==> config.mk <==
export PLATFORM = sky130hd
export DESIGN_NAME = irq_level_ctrl
export DESIGN_NICKNAME = d
export VERILOG_FILES = /design/src/rtl/irq_pkg.sv /design/src/rtl/irq_sync.sv /design/src/rtl/irq_cfg_regs.sv /design/src/rtl/irq_prio_enc.sv /design/src/rtl/irq_level_ctrl.sv
export SDC_FILE = /design/constraint.sdc
export NUM_CORES = 1
export LEC_CHECK = 0
export ABC_CLOCK_PERIOD_IN_PS = 2100
export BUFFER_PORTS_ARGS = -buffer_cell sky130_fd_sc_hd__buf_2
export CAP_MARGIN = 0
export CELL_PAD_IN_SITES_DETAIL_PLACEMENT = 1
export CELL_PAD_IN_SITES_GLOBAL_PLACEMENT = 2
export CORE_ASPECT_RATIO = 1.75
export CORE_MARGIN = 2
export CORE_UTILIZATION = 30
export DETAILED_ROUTE_END_ITERATION = 10
export PLACE_DENSITY_LB_ADDON = 0.05
export RECOVER_POWER = 25
export SLEW_MARGIN = 20
export SYNTH_ARGS = -nofsm -noshare
export SYNTH_HDL_FRONTEND = slang
export SYNTH_SLANG_ARGS = --single-unit
==> constraint.sdc <==
create_clock -name clk -period 2.1 [get_ports clk]
set_input_delay 0.21 -clock clk [delete_from_list [all_inputs] [get_ports clk]]
set_output_delay 0.21 -clock clk [all_outputs]
set_load 0.05 [all_outputs]
==> src/rtl/irq_pkg.sv <==
package irq_pkg;
   localparam int IRQ_LVLS  = 8;
   localparam int IRQ_LVL_W = $clog2(IRQ_LVLS);

   typedef logic [IRQ_LVL_W-1:0] lvl_t;
   typedef logic [IRQ_LVLS-1:0]  lvl_vec_t;

   typedef struct packed {
      logic en;
      lvl_t lvl;
   } src_cfg_t;
endpackage

==> src/rtl/irq_sync.sv <==
module irq_sync #(
   parameter int W      = 2,
   parameter int STAGES = 2
) (
   input  logic         clk,
   input  logic         rst,
   input  logic [W-1:0] d,
   output logic [W-1:0] q
);
   generate
      if (STAGES == 0) begin : g_bypass
         assign q = d;
      end else begin : g_chain
         logic [W-1:0] stage_q [STAGES];
         always_ff @(posedge clk) begin
            if (rst) begin
               for (int i = 0; i < STAGES; i++) stage_q[i] <= '0;
            end else begin
               stage_q[0] <= d;
               for (int i = 1; i < STAGES; i++) stage_q[i] <= stage_q[i-1];
            end
         end
         assign q = stage_q[STAGES-1];
      end
   endgenerate
endmodule

==> src/rtl/irq_cfg_regs.sv <==
module irq_cfg_regs
   import irq_pkg::*;
#(
   parameter int NSRC = 8,
   parameter int AW   = 4
) (
   input  logic                      clk,
   input  logic                      rst,
   input  logic                      we,
   input  logic [AW-1:0]             addr,
   input  logic [IRQ_LVLS-1:0]       wdata,
   output logic [IRQ_LVLS-1:0]       rdata,
   output src_cfg_t [NSRC-1:0]       src_cfg,
   output lvl_vec_t                  lvl_en
);
   localparam int SW     = $clog2(NSRC);
   localparam int EN_ADR = NSRC;

   src_cfg_t [NSRC-1:0] cfg_q;
   lvl_vec_t            en_q;

   always_ff @(posedge clk) begin
      if (rst) begin
         cfg_q <= '0;
         en_q  <= '0;
      end else if (we) begin
         if (int'(addr) < NSRC)
            cfg_q[addr[SW-1:0]] <= wdata[IRQ_LVL_W:0];
         else if (int'(addr) == EN_ADR)
            en_q <= wdata;
      end
   end

   always_comb begin
      rdata = '0;
      if (int'(addr) < NSRC)
         rdata[IRQ_LVL_W:0] = cfg_q[addr[SW-1:0]];
      else if (int'(addr) == EN_ADR)
         rdata = en_q;
   end

   assign src_cfg = cfg_q;
   assign lvl_en  = en_q;
endmodule

==> src/rtl/irq_prio_enc.sv <==
module irq_prio_enc
   import irq_pkg::*;
(
   input  lvl_vec_t req,
   output logic     any,
   output lvl_t     idx
);
   always_comb begin
      idx = '0;
      for (int l = 0; l < IRQ_LVLS; l++)
         if (req[l]) idx = IRQ_LVL_W'(l);
   end
   assign any = |req;
endmodule

==> src/rtl/irq_level_ctrl.sv <==
module irq_level_ctrl
   import irq_pkg::*;
#(
   parameter int N_INT       = 6,
   parameter int N_EXT       = 2,
   parameter int SYNC_STAGES = 2
) (
   input  logic                            clk,
   input  logic                            rst,
   input  logic [N_INT-1:0]                int_irq,
   input  logic [N_EXT-1:0]                ext_irq,
   input  logic                            cfg_we,
   input  logic [$clog2(N_INT+N_EXT+1)-1:0] cfg_addr,
   input  logic [IRQ_LVLS-1:0]             cfg_wdata,
   output logic [IRQ_LVLS-1:0]             cfg_rdata,
   input  logic                            ack_valid,
   input  logic [IRQ_LVL_W-1:0]            ack_level,
   output logic                            irq_req,
   output logic [IRQ_LVL_W-1:0]            irq_level,
   output logic [IRQ_LVLS-1:0]             lvl_pend
);
   localparam int NSRC = N_INT + N_EXT;
   localparam int AW   = $clog2(NSRC + 1);

   if (N_INT < 1)            begin : g_bad_int  $error("N_INT must be at least 1"); end
   if (N_EXT != 2)           begin : g_bad_ext  $error("N_EXT must be 2"); end
   if (SYNC_STAGES < 2)      begin : g_bad_sync $error("SYNC_STAGES must be at least 2"); end
   if (IRQ_LVL_W + 1 > IRQ_LVLS) begin : g_bad_w $error("config field wider than data bus"); end

   logic [N_EXT-1:0]    ext_s;
   logic [NSRC-1:0]     src;
   src_cfg_t [NSRC-1:0] src_cfg;
   lvl_vec_t            lvl_en;
   lvl_vec_t            lvl_raw, lvl_act, eligible, isr_q;
   logic                enc_any;
   lvl_t                enc_idx;

   irq_sync #(.W(N_EXT), .STAGES(SYNC_STAGES)) u_sync (
      .clk(clk), .rst(rst), .d(ext_irq), .q(ext_s)
   );

   irq_cfg_regs #(.NSRC(NSRC), .AW(AW)) u_regs (
      .clk(clk), .rst(rst), .we(cfg_we), .addr(cfg_addr),
      .wdata(cfg_wdata), .rdata(cfg_rdata),
      .src_cfg(src_cfg), .lvl_en(lvl_en)
   );

   assign src = {ext_s, int_irq};

   always_comb begin
      lvl_raw = '0;
      for (int s = 0; s < NSRC; s++)
         if (src_cfg[s].en && src[s]) lvl_raw[src_cfg[s].lvl] = 1'b1;
   end

   assign lvl_act  = lvl_raw & lvl_en;
   assign eligible = lvl_act & ~isr_q;

   irq_prio_enc u_enc (.req(eligible), .any(enc_any), .idx(enc_idx));

   always_ff @(posedge clk) begin
      if (rst) begin
         isr_q <= '0;
      end else begin
         for (int l = 0; l < IRQ_LVLS; l++) begin
            if (ack_valid && ack_level == IRQ_LVL_W'(l)) isr_q[l] <= 1'b1;
            else if (!lvl_act[l])                        isr_q[l] <= 1'b0;
         end
      end
   end

   always_ff @(posedge clk) begin
      if (rst) begin
         irq_req   <= 1'b0;
         irq_level <= '0;
         lvl_pend  <= '0;
      end else begin
         irq_req   <= enc_any;
         irq_level <= enc_any ? enc_idx : '0;
         lvl_pend  <= lvl_act;
      end
   end
endmodule

==> results.toml, run 1 <==
[route]
via_per_inst = 5.585
drtPass1Iterations = 4
initialDrtViolationCount = 169
avgRoutedWirePerCell_um = 22.96
antenna_left = 0
route.detailed.drc = 0
wl_mm = 13.82
vias = 3362

[power_and_ir_drop]
ir_drop_v = 0.0004772
powerDensity_nw_per_um2 = 690.2
power.static_leakage_nw = 1.614
totalPowerFinal_mw = 3.002

[global_route]
grt_use_met3_pct = 3.538
grt_overflow_total = 0
grt.total_usage_pct = 23.82
grt_pass1_vias = 3469
antenna_found_initial = 0
grt_pass1_wl_mm = 20.84
busiest_layer = "met2"
grt_max_degree = 33
gr-usage-met1_pct = 24.10
met2_usage_pct = 46.31

[synthesis]
syn_area_um2 = 3271
yosysTopAreaCellShare_pct = 39.17
synth.most_common_cell = "dfxtp_1"
synth_edf_count = 0
synth.distinct_cells = 43
yosysSeqAreaShare_pct = 39.17
ys_top_cells_by_area = "dfxtp_1, mux2i_1, o22ai_1, nor2_1, nand2_1"
syn_nets = 406
synth_top_area_cell = "dfxtp_1"
synth_ff_type = "dfxtp_1"
yosysWarnings = 0
ys_ff_latch = 64
synth_commonest_cells = "dfxtp_1, nor2_1, nand2_1"
synthCells = 379
avgSynthCellArea_um2 = 8.630
synth-async-reset-ratio_pct = 0

[place]
pre_cts_ws_ps = -64.32
dpl_cell_area_um2 = 3978
dp_hpwl_mm = 10.78
dp_cells = 587
place.gp.congestion = 0.9551
port_buffers = 46

[timing]
relSlewSlack_pct = 58.11
timing.hold.ws_ps = 94.39
fin_ws_ps = 41.87
fin_skew_ps = 6.042
report.final.slew_viol_count = 0
rsz0062_at_grt = "true"
hold_viol_final = 0
fin_crit_sh_pct = 98.01
worstMarginPinSlew_ps = 628.4
max_freq_mhz = 485.9
setup_viol = 0
period_needed_ps = 2058
final.setup.tns_ps = 0

[floorplanning]
die_w_um = 82.93
fp.dieH_um = 142.1
core_um2 = 10640
placementRows = 50
initial_utilization_pct = 30.75
dieArea_um2 = 11790
ios = 47

[clock_tree]
clkLatencyLatePin_ps = 340
cts.sinks = 64
clk_pin_slew_worst_paths_ps = 60
cts_buffer_depth = 2
root_buffer = "clkbuf_16"
htree_levels = 3
cts_tree = "yes"
cts-hold-fix-buffers = 0
cts-buffers-inserted = 9

[setup_path]
critPathTopFamily = "simple AND/OR/NAND/NOR gates"
path_cells = "or3b_1 > o22ai_2 > nor4_2 > or3b_4 > nor4b_4 > a221oi_1"
worstPathRequired_ps = 2340
path_max_fanout = 6
worstPathArrival_ps = 2300
slowest_delay_ps = 460
start_kind = "flip-flop"
timing.critical_path.buf_inv = 0
crit_path_top_delay_cell = "or3b_1"
critPathKind = "flip-flop to flip-flop"
end_kind = "flip-flop"

[final_layout]
post-route-util_pct = 40.89
diodes = 0
drive_gt1_share_pct = 27.12
nFillCells = 1284
fin_area_um2 = 4349
seqCellArea_um2 = 1281
fin_nets = 496
stdcell_count = 602
areaGrowthSynthToFinish_pct = 32.98
multi_input_area_um2 = 1974

[status]
status = "complete, no violations"

[job]
maxCapViolations = 0

[worst_hold_path]
worstHoldPathType = "input port to flip-flop"
## per-layer routing
layer	vias to the layer above	wire [um]
met4	0	612
met2	76	7793
met1	1688	5060
met3	28	358
met5	-	0
li1	1570	-
## flip-flops by register name, summed over array words and instances, names as in the netlist
signal	count
irq_level	3
irq_req	1
isr_q	8
lvl_pend	8
u_regs.lvl_en	8
u_regs.src_cfg	32
u_sync.g_chain.stage_q	4
## worst reg2reg max path, stage by stage (launching register included)
cell      delay [ps]
dfxtp_1          360
or3b_1           460
o22ai_2          210
nor4_2           110
or3b_4           410
nor4b_4          150
a221oi_1         260
## path summary, 6_finish.rpt
path	start	end	slack, ps	cells after the start
setup / recovery	u_regs.src_cfg[4]	irq_level[0]	40	6
hold / removal	ext_irq[0]	u_sync.g_chain.stage_q[0][0]	90	2
setup reg to reg	u_regs.src_cfg[4]	irq_level[0]	40	6
hold reg to reg	u_sync.g_chain.stage_q[0][1]	u_sync.g_chain.stage_q[0][3]	460	1
## final cells by class
cell class                 instances  area share, %
clock inverter                     3         0.9781
inverter                           6         0.5178
tap                              130          3.740
sequential                        64          29.46
timing repair buffer              99          14.10
multi-input combinational        289          45.40
clock buffer                      11          5.811
## cell families after synthesis
family | count (synthesis) | share of synthesized area (%)
compound gates | 73 | 14.31
buf+inv | 26 | 3.022
flops | 64 | 39.17
mux | 38 | 13.16
simple gates | 178 | 30.34
## where the power goes
part	total (mW)	switching, mW	leakage, nW	internal (mW)
Clock	1.55	0.576	0.143	0.969
Combinational	0.209	0.133	0.953	0.0758
Sequential	1.25	0.0167	0.517	1.23
Total	3.00	0.727	1.61	2.28
## repair_timing
| action | in CTS | in global routing |
|---|---|---|
| pin swaps | 1 | 2 |
| setup endpoints to repair | 2 | 9 |
| buffers inserted | 0 | 1 |
| gates resized for setup | 3 | 21 |
| endpoints found under the hold margin | 0 | 0 |
## placed cells by master, fill, tap and decap left out, drive strengths merged, types with 2 or more instances in the layout
| cell | count |
|---|---|
| buf | 84 |
| dfxtp | 64 |
| nor2 | 41 |
| nand2 | 36 |
| mux2i | 34 |
| o22ai | 29 |
| clkbuf | 26 |
| nand3 | 24 |
| a21oi | 18 |
| nand3b | 17 |
| nor3b | 10 |
| nand2b | 8 |
| o21ai | 8 |
| nor2b | 7 |
| inv | 6 |
| nor3 | 6 |
| nor4 | 6 |
| or3b | 6 |
| and2 | 4 |
| mux4 | 4 |
| or2b | 4 |
| nor4b | 4 |
| a211oi | 3 |
| a22o | 3 |
| o32ai | 3 |
| nand4b | 2 |
| a221oi | 2 |
| or4 | 2 |
Power figures use the tool's default switching activity.
==> run 2: changes to the inputs <==
CAP_MARGIN = unset   (was 0)
CORE_MARGIN = unset   (was 2)
CTS_BUF_LIST = sky130_fd_sc_hd__clkbuf_16   (was unset)
==> run 2 against run 1 <==
Compared with the run above: clock-buffer cell count down 2; sequential power about the same; first-iteration DRC count down 37%; utilization up 1.4 points; fmax down 0.12%; wire length down 4.4%; critical endpoint unchanged; largest power group unchanged; power down 5.6%; cell count up 3.7%; combinational power up 5%; non-clock buffer count up 20; clock power down 12%; via count up 0.80%.
==> results.toml, run 2 (synthesized netlist as in run 1, its figures left out) <==
[setup_path]
end_kind = "flip-flop"
worstPathRequired_ps = 2340
worstReg2RegEnd = "irq_level[0]"
worstPathArrival_ps = 2300
path_cells = "or3b_4 > o22ai_2 > nor4_1 > buf_4 > or3b_1 > nor4b_4 > a221oi_1"
rr_startpoint = "u_regs.src_cfg[0]"
critPathKind = "flip-flop to flip-flop"
crit_path_top_delay_cell = "or3b_4"
startpoint = "u_regs.src_cfg[0]"
path_depth = 7
reg2reg_slack_ps = 40
start_kind = "flip-flop"
critPathTopFamily = "simple AND/OR/NAND/NOR gates"
timing.critical_path.buf_inv = 1
path_max_fanout = 5
rr_worst_depth = 7
slowest_delay_ps = 430

[status]
status = "complete, no violations"

[clock_tree]
cts_tree = "yes"
cts_buffer_depth = 2
clkLatencyLatePin_ps = 330
cts.sinks = 64
cts-buffers-inserted = 9
htree_levels = 3
root_buffer = "clkbuf_16"
clk_pin_slew_worst_paths_ps = 60
cts-hold-fix-buffers = 0

[timing]
hold_viol_final = 0
report.final.slew_viol_count = 0
max_freq_mhz = 485.3
setup_viol = 0
fin_crit_sh_pct = 98.13
relSlewSlack_pct = 29.19
rsz0062_at_grt = "true"
worstMarginPinSlew_ps = 1062
fin_skew_ps = 3.641
final.setup.tns_ps = 0
period_needed_ps = 2061

[floorplanning]
dieArea_um2 = 11340
initial_utilization_pct = 30.75
core_um2 = 10640
die_w_um = 80.93
placementRows = 50
ios = 47
fp.dieH_um = 140.1

[power_and_ir_drop]
powerDensity_nw_per_um2 = 630.1
swShare_pct = 25.49
switchingPower_mw = 0.7224
ir_drop_v = 0.0003996
seqPwrFrac_pct = 43.9
power_frac_comb_pct = 7.8
power.static_leakage_nw = 1.714
clock_power_share_pct = 48.3
p_int_mw = 2.112

[place]
dp_hpwl_mm = 10.39
dp_cells = 606
port_buffers = 46
place.gp.congestion = 0.9153

[final_layout]
fin_nets = 516
layout_commonest_cell = "buf_4"
layout_common_cells = "buf_4, dfxtp_1, nor2_1"
diodes = 0
stdcell_count = 624
drive_gt1_share_pct = 31.17
areaGrowthSynthToFinish_pct = 37.53
largest_register_ffs = 32

[route]
route.detailed.drc = 0
initialDrtViolationCount = 106
via_per_inst = 5.431
avgRoutedWirePerCell_um = 21.17
vias = 3389
wl_mm = 13.21
antenna_left = 0
drtPass1Iterations = 4

[job]
maxCapViolations = 0

[global_route]
grt_pass1_vias = 3581
antenna_found_initial = 0
grt.total_usage_pct = 25.03
grt_overflow_total = 0
grt_pass1_wl_mm = 20.04
grt_max_degree = 29

[worst_hold_path]
worstHoldPathType = "input port to flip-flop"
holdPathEnd = "u_sync.g_chain.stage_q[0][0]"
hold_depth = 2
hp-start = "ext_irq[0]"
[run 2: worst max-delay path by stage]
stage | end | slack (ps)
after floorplan | cfg_rdata[1] | -30
after global placement | irq_level[0] | -30
after detailed placement | irq_level[0] | -80
after CTS | cfg_rdata[1] | 1
after global routing | irq_level[0] | -40
final | irq_level[0] | 40
[run 2: power groups by stage]
stage | sequential, mW | combinational, mW | clock, mW
4_1_cts | 1.24 | 0.219 | 1.42
3_3_place_gp | 1.27 | 0.212 | 0
2_1_floorplan | 1.27 | 0.110 | 0
5_1_grt | 1.25 | 0.237 | 1.46
3_5_place_dp | 1.27 | 0.214 | 0
6_report | 1.24 | 0.220 | 1.37
[run 2: what timing repair did]
action	4_1_cts	5_1_grt
setup endpoints to repair	4	5
gates resized for setup	8	16
setup buffers	0	2
endpoints found under the hold margin	0	0
pin swaps	2	6
[run 2: area by class of cell]
cell class / instances / area [um2]
Clock buffer: 9 / 225.2
Inverter: 6 / 22.52
Fill cell: 1304 / 6137
Clock inverter: 7 / 46.29
Sequential cell: 64 / 1286
Tap cell: 130 / 162.7
Timing Repair Buffer: 119 / 765.7
Multi-Input combinational cell: 289 / 1989
[run 2: worst reg2reg max path, stage by stage (launching register included)]
cell and delay (ps):
dfxtp_1 360, or3b_4 430, o22ai_2 150, nor4_1 90
buf_4 150, or3b_1 390, nor4b_4 160, a221oi_1 250
[run 2: stage by stage]
step	instance area, um2	setup slack (ps)	hold WS (ps)	utilization (%)	total power [mW]
finish	4498	39.34	94.40	42.29	2.834
detailed placement	4120	-82.99	436.3	38.74	1.484
global placement	4120	-31.51	424.7	38.74	1.482
global route	4498	-36.12	90.68	42.29	2.939
CTS	4432	1.201	83.41	41.67	2.884
floorplan	3271	-32.64	298.6	-	1.378
[run 2: routing by layer]
metal | vias up | track usage, % | routed length, um
li1 | 1612 | - | -
met2 | 80 | 46.79 | 7334
met4 | 0 | 16.73 | 880
met1 | 1661 | 23.81 | 4616
met3 | 36 | 4.104 | 378
met5 | - | 0 | 0
==> run 3: changes to the inputs <==
CORE_MARGIN = 8   (was unset)
CTS_BUF_LIST = unset   (was sky130_fd_sc_hd__clkbuf_16)
==> run 3 against run 2 <==
Compared with the run above: register-to-register slack about the same; clock-buffer cell count increased by 3; power increased by 0.61%; sequential power about the same; critical path type unchanged; cell count decreased by 6.6%; die area increased by 29%; design area decreased by 7.3%; utilization decreased by 3.1 points.
==> results.toml, run 3 (synthesized netlist as in run 1, its figures left out) <==
[setup_path]
path_max_fanout = 7
start_kind = "flip-flop"
worstPathArrival_ps = 2240
end_kind = "flip-flop"
worstPathRequired_ps = 2290
critPathKind = "flip-flop to flip-flop"
rr_worst_depth = 7

[final_layout]
largest_register_ffs = 32
layout_commonest_cell = "dfxtp_1"
layout_common_cells = "dfxtp_1, nor2_1, nand2_1"
fin_area_um2 = 4170
diodes = 0
nFillCells = 1284
fin_nets = 476
drive_gt1_share_pct = 25.17
stdcell_count = 583
areaGrowthSynthToFinish_pct = 27.51

[global_route]
grt_use_met3_pct = 3.413
grt_overflow_total = 0
met2_usage_pct = 35.15
gr-usage-met1_pct = 19.06
grt.total_usage_pct = 19.28
grt_pass1_wl_mm = 20.56
antenna_found_initial = 0
grt_max_degree = 35
grt_pass1_vias = 3458
busiest_layer = "met2"

[route]
antenna_left = 0
via_per_inst = 5.511
initialDrtViolationCount = 226
drtPass1Iterations = 4
route.detailed.drc = 0
vias = 3213
wl_mm = 13.52
avgRoutedWirePerCell_um = 23.19

[place]
place.gp.congestion = 0.9666
dp_hpwl_mm = 10.62
dpl_cell_area_um2 = 3820
port_buffers = 46
dp_cells = 566

[timing]
rsz0062_at_grt = "true"
worstMarginPinSlew_ps = 739.7
hold_viol_final = 0
max_freq_mhz = 487.8
period_needed_ps = 2050
relSlewSlack_pct = 50.69
report.final.slew_viol_count = 0
setup_viol = 0
fin_crit_sh_pct = 97.62
fin_skew_ps = 4.527

[clock_tree]
htree_levels = 3
cts_buffer_depth = 2
cts_tree = "yes"
clkLatencyLatePin_ps = 330
clk_pin_slew_worst_paths_ps = 50
cts.sinks = 64
cts-hold-fix-buffers = 0
root_buffer = "clkbuf_16"
cts-buffers-inserted = 9

[floorplanning]
fp.dieH_um = 154.1
dieArea_um2 = 14630
placementRows = 50
die_w_um = 94.93
core_um2 = 10640
initial_utilization_pct = 30.75
ios = 47

[power_and_ir_drop]
power.static_leakage_nw = 1.512
ir_drop_v = 0.0004290
powerDensity_nw_per_um2 = 683.8

[job]
maxCapViolations = 0

[worst_hold_path]
worstHoldPathType = "input port to flip-flop"
hold_depth = 2

[status]
status = "complete, no violations"
-- run 3: cell count changes in the layout (fill, tap and decap cells not counted), moves of 3 or more --
cell,delta
buf_4,-39
dfxtp_1,-5
dfxtp_2,+5
nor4_1,-3
nor4_2,+3
-- run 3: timing repair --
| action | in CTS | in global routing |
|---|---|---|
| resized for setup | 8 | 15 |
| cloned | 0 | 0 |
| setup endpoints to repair | 6 | 7 |
| setup buffers | 0 | 2 |
| pin swaps | 0 | 2 |
-- run 3: layout make-up --
class	count	area, um2	share of cell area, %
Multi-Input combinational cell	289	1953	46.83
Sequential cell	64	1292	30.99
Timing Repair Buffer	79	465.4	11.16
Clock buffer	12	256.5	6.151
Tap cell	130	162.7	3.900
Inverter	6	22.52	0.5401
Clock inverter	3	17.52	0.4200
-- run 3: worst max-delay path: stages (launching register included) --
cell      delay (ps)
dfxtp_1          500
nand3b_1         180
o22ai_1          230
nor4_2           100
buf_4            150
or3b_2           470
a21oi_1          170
a221oi_1          90
-- run 3: path summary, 6_finish.rpt --
check                                             startpoint                      endpoint  slack, ps
worst max-delay path                      u_regs.src_cfg[25]                  irq_level[0]         50
worst max register to register            u_regs.src_cfg[25]                  irq_level[0]         50
worst min-delay path                              ext_irq[0]  u_sync.g_chain.stage_q[0][0]         90
worst min register to register  u_sync.g_chain.stage_q[0][0]  u_sync.g_chain.stage_q[0][2]        430
-- run 3: layer usage --
layer  routed length, um  up-vias
met4                 754        0
met2                7417       70
met1                5040     1577
met3                 309       37
met5                   0        -
li1                    -     1529
-- run 3: through the flow --
stage               util [%]  setup TNS (ps)  setup WS [ps]  hold WS [ps]  total power [mW]
detailed placement     35.92          -183.5         -95.89         426.6             1.472
global route           39.21          -23.94         -23.94         93.62             2.968
global placement       35.92          -245.3         -119.0         418.2             1.472
CTS                    38.85               0          11.69         83.77             2.893
floorplan                  -          -32.64         -32.64         298.6             1.378
finish                 39.21               0          49.91         89.14             2.852
-- run 3: where the power goes --
group	internal, mW	switching, mW	total (mW)
combinational	0.0718	0.126	0.198
sequential	1.23	0.0179	1.25
clock	0.852	0.552	1.40
